## src/rtl/cc_slicer_pkg.sv

```systemverilog
package cc_slicer_pkg;
  localparam int SAMPLE_W = 8;
  typedef logic [SAMPLE_W-1:0] sample_t;
  typedef enum logic [1:0] {RX_IDLE, RX_HUNT, RX_DATA} rx_state_e;

  localparam sample_t DATA_LVL_RST = 8'h80;
  localparam sample_t SYNC_LVL_RST = 8'h40;

  // floor of the average of two samples, carried through one extra bit
  function automatic sample_t mid_level(input sample_t a, input sample_t b);
    logic [SAMPLE_W:0] s;
    s = {1'b0, a} + {1'b0, b};
    return s[SAMPLE_W:1];
  endfunction

  // 1 when the byte fails odd parity
  function automatic logic parity_bad(input logic [7:0] d);
    return ~(^d);
  endfunction
endpackage

```

## src/rtl/cc_line_timer.sv

```systemverilog
module cc_line_timer #(
  parameter int LINE_W = 6,
  parameter int POS_W  = 9
) (
  input  logic              clk,
  input  logic              rst_n,
  input  logic              hsync,
  input  logic              vsync,
  output logic [LINE_W-1:0] line_cnt,
  output logic [POS_W-1:0]  pos
);
  always_ff @(posedge clk or negedge rst_n) begin
    if (!rst_n) begin
      line_cnt <= '0;
      pos      <= '1;   // parked until the first line pulse
    end else begin
      if (vsync)                          line_cnt <= '0;
      else if (hsync && line_cnt != '1)   line_cnt <= line_cnt + 1'b1;
      if (hsync)          pos <= '0;
      else if (pos != '1) pos <= pos + 1'b1;
    end
  end
endmodule

```

## src/rtl/cc_sync_level.sv

```systemverilog
module cc_sync_level
  import cc_slicer_pkg::*;
#(
  parameter int POS_W     = 9,
  parameter int SYNC_LEN  = 8,
  parameter int BLANK_POS = 12
) (
  input  logic             clk,
  input  logic             rst_n,
  input  sample_t          vid,
  input  logic [POS_W-1:0] pos,
  output sample_t          auto_lvl,
  output logic             latch
);
  localparam logic [POS_W-1:0] TIP_END = POS_W'(SYNC_LEN);
  localparam logic [POS_W-1:0] BLK_POS = POS_W'(BLANK_POS);

  sample_t tip_min;
  assign latch = (pos == BLK_POS);

  always_ff @(posedge clk or negedge rst_n) begin
    if (!rst_n) begin
      tip_min  <= '1;
      auto_lvl <= SYNC_LVL_RST;
    end else begin
      if (pos == '0)                            tip_min <= vid;
      else if (pos < TIP_END && vid < tip_min)  tip_min <= vid;
      if (latch) auto_lvl <= mid_level(tip_min, vid);
    end
  end
endmodule

```

## src/rtl/cc_data_level.sv

```systemverilog
module cc_data_level
  import cc_slicer_pkg::*;
#(
  parameter int POS_W       = 9,
  parameter int RUNIN_START = 16,
  parameter int RUNIN_END   = 40
) (
  input  logic             clk,
  input  logic             rst_n,
  input  sample_t          vid,
  input  logic [POS_W-1:0] pos,
  input  logic             on_target,
  output sample_t          auto_lvl,
  output logic             runin_done
);
  localparam logic [POS_W-1:0] RS = POS_W'(RUNIN_START);
  localparam logic [POS_W-1:0] RE = POS_W'(RUNIN_END);

  sample_t pk, tr;
  logic    in_burst;
  assign in_burst   = on_target && pos >= RS && pos < RE;
  assign runin_done = on_target && pos == RE;

  always_ff @(posedge clk or negedge rst_n) begin
    if (!rst_n) begin
      pk       <= '0;
      tr       <= '1;
      auto_lvl <= DATA_LVL_RST;
    end else begin
      if (in_burst) begin
        if (pos == RS || vid > pk) pk <= vid;
        if (pos == RS || vid < tr) tr <= vid;
      end
      if (runin_done) auto_lvl <= mid_level(pk, tr);
    end
  end
endmodule

```

## src/rtl/cc_bit_rx.sv

```systemverilog
module cc_bit_rx
  import cc_slicer_pkg::*;
#(
  parameter int PER_W  = 8,
  parameter int NBYTES = 2
) (
  input  logic                   clk,
  input  logic                   rst_n,
  input  logic                   hsync,
  input  logic                   start,
  input  sample_t                vid,
  input  sample_t                level,
  input  logic [PER_W-1:0]       period,
  output logic [NBYTES-1:0][7:0] bytes_q,
  output logic [NBYTES-1:0]      perr_q,
  output logic                   cap
);
  localparam int FRAME_BITS = 8 * NBYTES;
  localparam int CNT_W      = $clog2(FRAME_BITS);
  localparam logic [CNT_W-1:0] LAST = CNT_W'(FRAME_BITS - 1);

  rx_state_e              state;
  logic [PER_W-1:0]       bc;
  logic [1:0]             hist;
  logic [FRAME_BITS-1:0]  sh, nxt;
  logic [CNT_W-1:0]       cnt;
  logic                   tick, bit_now;

  assign tick    = (state != RX_IDLE) && (bc == (period >> 1));
  assign bit_now = (vid >= level);
  assign nxt     = {bit_now, sh[FRAME_BITS-1:1]};
  assign cap     = tick && state == RX_DATA && cnt == LAST;

  always_ff @(posedge clk or negedge rst_n) begin
    if (!rst_n) begin
      state <= RX_IDLE;
      bc    <= '0;
      hist  <= 2'b11;
      sh    <= '0;
      cnt   <= '0;
    end else if (hsync) begin
      state <= RX_IDLE;
    end else if (start) begin
      state <= RX_HUNT;
      bc    <= '0;
      hist  <= 2'b11;
    end else if (state != RX_IDLE) begin
      bc <= (bc == period - PER_W'(1)) ? '0 : bc + 1'b1;
      if (tick) begin
        if (state == RX_HUNT) begin
          hist <= {hist[0], bit_now};
          if ({hist, bit_now} == 3'b001) begin
            state <= RX_DATA;
            cnt   <= '0;
          end
        end else begin
          sh  <= nxt;
          cnt <= cnt + 1'b1;
          if (cnt == LAST) state <= RX_IDLE;
        end
      end
    end
  end

  for (genvar b = 0; b < NBYTES; b++) begin : g_byte
    always_ff @(posedge clk or negedge rst_n) begin
      if (!rst_n) begin
        bytes_q[b] <= '0;
        perr_q[b]  <= 1'b0;
      end else if (cap) begin
        bytes_q[b] <= nxt[b*8 +: 8];
        perr_q[b]  <= parity_bad(nxt[b*8 +: 8]);
      end
    end
  end
endmodule

```

## src/rtl/cc_slicer.sv

```systemverilog
module cc_slicer
  import cc_slicer_pkg::*;
#(
  parameter int LINE_W      = 6,
  parameter int POS_W       = 9,
  parameter int PER_W       = 8,
  parameter int SYNC_LEN    = 8,
  parameter int BLANK_POS   = 12,
  parameter int RUNIN_START = 16,
  parameter int RUNIN_END   = 40
) (
  input  logic              clk,
  input  logic              rst_n,
  input  logic [7:0]        vid,
  input  logic              hsync,
  input  logic              vsync,
  input  logic [LINE_W-1:0] cfg_line,
  input  logic [PER_W-1:0]  cfg_bit_period,
  input  logic              data_auto,
  input  logic [7:0]        data_level_man,
  input  logic              sync_auto,
  input  logic [7:0]        sync_level_man,
  input  logic              status_rd,
  output logic [7:0]        rx_byte0,
  output logic [7:0]        rx_byte1,
  output logic              par_err0,
  output logic              par_err1,
  output logic              data_ready,
  output logic [7:0]        data_level,
  output logic [7:0]        sync_level,
  output logic              sync_slice
);
  logic [LINE_W-1:0] line_cnt;
  logic [POS_W-1:0]  pos;
  logic              on_target, runin_done, sync_latch, cap;
  sample_t           auto_dlvl, auto_slvl;
  logic [1:0][7:0]   rx_bytes;
  logic [1:0]        rx_perr;

  cc_line_timer #(.LINE_W(LINE_W), .POS_W(POS_W)) u_timer (
    .clk(clk), .rst_n(rst_n), .hsync(hsync), .vsync(vsync),
    .line_cnt(line_cnt), .pos(pos));

  assign on_target = (line_cnt == cfg_line);

  cc_sync_level #(.POS_W(POS_W), .SYNC_LEN(SYNC_LEN), .BLANK_POS(BLANK_POS)) u_sync (
    .clk(clk), .rst_n(rst_n), .vid(vid), .pos(pos),
    .auto_lvl(auto_slvl), .latch(sync_latch));

  cc_data_level #(.POS_W(POS_W), .RUNIN_START(RUNIN_START), .RUNIN_END(RUNIN_END)) u_dlvl (
    .clk(clk), .rst_n(rst_n), .vid(vid), .pos(pos), .on_target(on_target),
    .auto_lvl(auto_dlvl), .runin_done(runin_done));

  assign data_level = data_auto ? auto_dlvl : data_level_man;
  assign sync_level = sync_auto ? auto_slvl : sync_level_man;

  cc_bit_rx #(.PER_W(PER_W), .NBYTES(2)) u_rx (
    .clk(clk), .rst_n(rst_n), .hsync(hsync), .start(runin_done),
    .vid(vid), .level(data_level), .period(cfg_bit_period),
    .bytes_q(rx_bytes), .perr_q(rx_perr), .cap(cap));

  assign rx_byte0 = rx_bytes[0];
  assign rx_byte1 = rx_bytes[1];
  assign par_err0 = rx_perr[0];
  assign par_err1 = rx_perr[1];

  always_ff @(posedge clk or negedge rst_n) begin
    if (!rst_n) begin
      data_ready <= 1'b0;
      sync_slice <= 1'b0;
    end else begin
      if (cap)            data_ready <= 1'b1;
      else if (status_rd) data_ready <= 1'b0;
      sync_slice <= (vid < sync_level);
    end
  end
endmodule

```

## config.mk

```make
export PLATFORM = sky130hd
export DESIGN_NAME = cc_slicer
export DESIGN_NICKNAME = d
export VERILOG_FILES = /design/src/rtl/cc_slicer_pkg.sv /design/src/rtl/cc_line_timer.sv /design/src/rtl/cc_sync_level.sv /design/src/rtl/cc_data_level.sv /design/src/rtl/cc_bit_rx.sv /design/src/rtl/cc_slicer.sv
export SDC_FILE = /design/constraint.sdc
export NUM_CORES = 1
export LEC_CHECK = 0
export ABC_CLOCK_PERIOD_IN_PS = 2400
export BUFFER_PORTS_ARGS = -buffer_cell sky130_fd_sc_hd__buf_2
export CORE_ASPECT_RATIO = 1.25
export CORE_MARGIN = 2
export CORE_UTILIZATION = 35
export DETAILED_ROUTE_END_ITERATION = 8
export GPL_ROUTABILITY_DRIVEN = 0
export RECOVER_POWER = 25
export SKIP_LAST_GASP = 1
export SYNTH_ARGS = -nofsm -noshare
export SYNTH_HDL_FRONTEND = slang
export SYNTH_SLANG_ARGS = --single-unit
```

## constraint.sdc

```tcl
create_clock -name clk -period 2.4 [get_ports clk]
set_input_delay 0.36 -clock clk [delete_from_list [all_inputs] [get_ports clk]]
set_output_delay 0.36 -clock clk [all_outputs]
set_load 0.02 [all_outputs]
```

==> impl_results.md <==
- Outcome: finished, final reports clean
- Worst hold slack: 0.196 ns
- Most used DFF post-synth: dfrtp_1
- Post-Layout Inst Area: 8310 µm²
- Yosys warning count: 0
- Die area: between 20,000 and 25,000 µm²
- Post-synth top cells: dfrtp_1 (77), ha_1 (58), inv_1 (58)
- Startpoint Class: flip-flop
- First-pass GRT wire length: 25,400 µm
- Initial DRC count: 235
- Yosys cell types: 63
- Leak: 0.00403 µW
- ANT nets after route: 0
- Die W: 130 µm
- Vias per inst: 4.92
- CTS Buf Count: 9
- Synth area leaders: dfrtp_1 (28%), dfstp_2 (11%), ha_1 (10%)
- Initial antenna violation count: 0
- Clk pin slew, worst setup/hold paths: 0.07 ns
- Critical path startpoint: u_dlvl.tr[4]$_DFFE_PN1P_
- Setup CP Type: reg -> reg
- CP endpoint kind: flip-flop
- Area share of the largest cell type after synthesis: 27.9%
- Fin. max-slew vios: 0
- Antenna Cells: 0
- Count leader, synth: dfrtp_1
- Met3 Wirelength: about 560 µm
- Setup violators final: 0
- WL per Instance: 14.0 µm
- Skew-Pair Late Insertion Delay: 0.35 ns
- # DRC: 0
- Number of I/O port buffers: 80
- WP data required: 2.68 ns
- Overflow after GRT: 0
- Nets: slightly above 900
- Tcrit/Tclk final: 98.6%
- Achievable Freq: 0.423 GHz
- WL final: 15,200 µm
- Cell area after synthesis: 6910 µm²
- Avg Cell Area, Syn: 9.95 µm²
- Metal2 WL: 7420 µm
- First-pass iteration count of the detailed router: 4
- Final Hold Viols: 0
- HPWL after detailed placement: 11,500 µm
- Max Root-Sink Buffers: 2
- Ports: roughly 80
- Crit-path max FO: 8
- Root Driver: clkbuf_16
- Area delta synth->final: 20.1%
- DP Area: 7950 µm²
- Hold/Removal Path Class: in -> reg
- Number of max-cap violations: 0
- Vias in the first global route: 5,174
- Max_slew headroom: approximately a quarter
- Layout cell share with drive strength beyond 1: a little under 30%
- Clock Skew: 0.0119 ns
- Clk sinks: 106
- Post-Syn Nets: 800
- Core area: 19,400 µm²
- Worst hold start: status_rd
- Htree depth: 3
- Asr flop ratio synth: between 90% and 100%
- Die Y: 161 µm
- Maximum vdd ir drop: 0.000358 V
- Pwr Density: 560 nW/µm²
- Sequential share of the synthesized area: 38.9%
- Uppermost layer routed: met4
- Number of synthesized flops with an enable pin: 0
- Met1 WL: approximately 7000 µm
- Crit path arrival time: 2.65 ns
- Synth area leader: dfrtp_1
- Vias: approximately 5,300
- Crit path time final: 2.37 ns
- Cells after Synth: 695
- Largest net degree at the start of global routing: 47
- Reg-to-reg startpoint: u_dlvl.tr[4]$_DFFE_PN1P_
- Gr usage total: 15.0%
- Initial Util: a little over a third
- Cts hold-fix bufs: 0
- Final-layout fill cell count: slightly below 2,000
- Tightest Pin Transition: 1.14 ns
- FF+latch count, synth: approximately 110
- RSZ-0062 raised after global routing: true
- Num rows: 57
- CTS tree: yes
## power breakdown
group | switching (µW) | leakage (µW) | internal, µW | total, µW
clock network | 695 | 0.000139 | 810 | 1500
registers | 79.9 | 0.00131 | 1920 | 2000
logic | 640 | 0.00258 | 503 | 1140
total | 1410 | 0.00403 | 3240 | 4650
## timing repair
action,CTS,global route
pin swaps,1,3
buffers inserted,0,3
gates resized for setup,1,9
setup endpoints to repair,7,17
## per-layer routing
metal | vias up | GRT usage [%]
met5 | - | 0
met4 | 0 | 3.71
met3 | 15 | 3.38
met2 | 87 | 25.5
met1 | 2536 | 19.2
li1 | 2701 | -
## per-stage QoR
stage	total power (µW)	setup TNS [ns]	setup WS, ns	instances	utilization, %
floorplan	2810	0	0.00991	695	-
global placement	3170	-0.0241	-0.0241	1067	41.0
detailed placement	3190	-0.133	-0.0569	1067	41.0
CTS	4720	0	0.0438	1083	42.5
global route	4950	-0.162	-0.0417	1086	42.8
finish	4650	0	0.0334	1086	42.8
## state kept, by name (all words and copies together), names as in the netlist, 4 cells and up
name / flops
u_rx.bc: 8
u_dlvl.auto_lvl: 8
u_rx.bytes_q: 16
u_timer.pos: 9
u_rx.sh: 15
u_sync.tip_min: 8
u_timer.line_cnt: 6
u_rx.cnt: 4
u_sync.auto_lvl: 8
u_dlvl.pk: 8
u_dlvl.tr: 8
## cells by family (layout without fill, tap and decap cells)
logic type,after synthesis,after routing,synth area share (%)
compound gates,133,133,12.7
xor+xnor,57,57,7.22
flops,106,106,38.9
fa+ha+maj,60,60,11.1
buf+inv,83,209,5.10
simple gates,191,191,14.8
mux,65,65,10.2
## critical path, stage by stage, from the launching register on
cell	delay [ns]
dfstp_2	0.56
inv_2	0.04
ha_1	0.25
and4_1	0.21
a221o_1	0.29
a31oi_1	0.16
o21ai_1	0.13
a21oi_4	0.18
buf_12	0.14
mux2_2	0.34
## layout by cell type, fill, tap and decap left out, types with 4 or more instances in the layout
cell / n
o211ai_1: 4
o21ai_0: 27
inv_1: 57
mux2_4: 6
mux2i_1: 19
mux2_2: 40
nor3_1: 11
nor4_1: 4
nor2_1: 36
o21a_1: 8
buf_4: 50
a31oi_1: 11
a211o_1: 9
a21oi_1: 32
nor3b_1: 5
o22ai_1: 7
nand2_1: 45
buf_12: 4
xnor2_1: 29
xor2_1: 28
a21o_1: 8
ha_1: 57
nand3_1: 22
nand4_1: 15
dfrtp_1: 77
nand3b_1: 4
and3_1: 12
nor2b_1: 8
nand2b_1: 8
buf_2: 80
dfstp_2: 29
clkbuf_16: 9
## layout make-up
| type | count | area (µm²) | area share [%] |
|---|---|---|---|
| tap | 265 | 332 | 3.99 |
| multi-input combinational | 506 | 3920 | 47.2 |
| clock buffer | 11 | 233 | 2.80 |
| inverter | 58 | 218 | 2.62 |
| timing repair buffer | 135 | 861 | 10.4 |
| sequential | 106 | 2690 | 32.4 |
| clock inverter | 5 | 56.3 | 0.678 |
## path summary, 6_finish.rpt
path,endpoint,slack (ns),cells after the start
setup reg to reg,u_dlvl.tr[4]$_DFFE_PN1P_,0.03,9
hold reg to reg,u_sync.auto_lvl[6]$_DFFE_PN1N_,0.48,2
min in group asynchronous,u_rx.bytes_q[0]$_DFFE_PN0P_,0.22,1
max in group asynchronous,u_dlvl.pk[4]$_DFFE_PN0P_,0.53,2
hold / removal,data_ready$_DFFE_PN0P_,0.20,2
setup / recovery,u_dlvl.tr[4]$_DFFE_PN1P_,0.03,9
(Power assumes the default switching activity.)
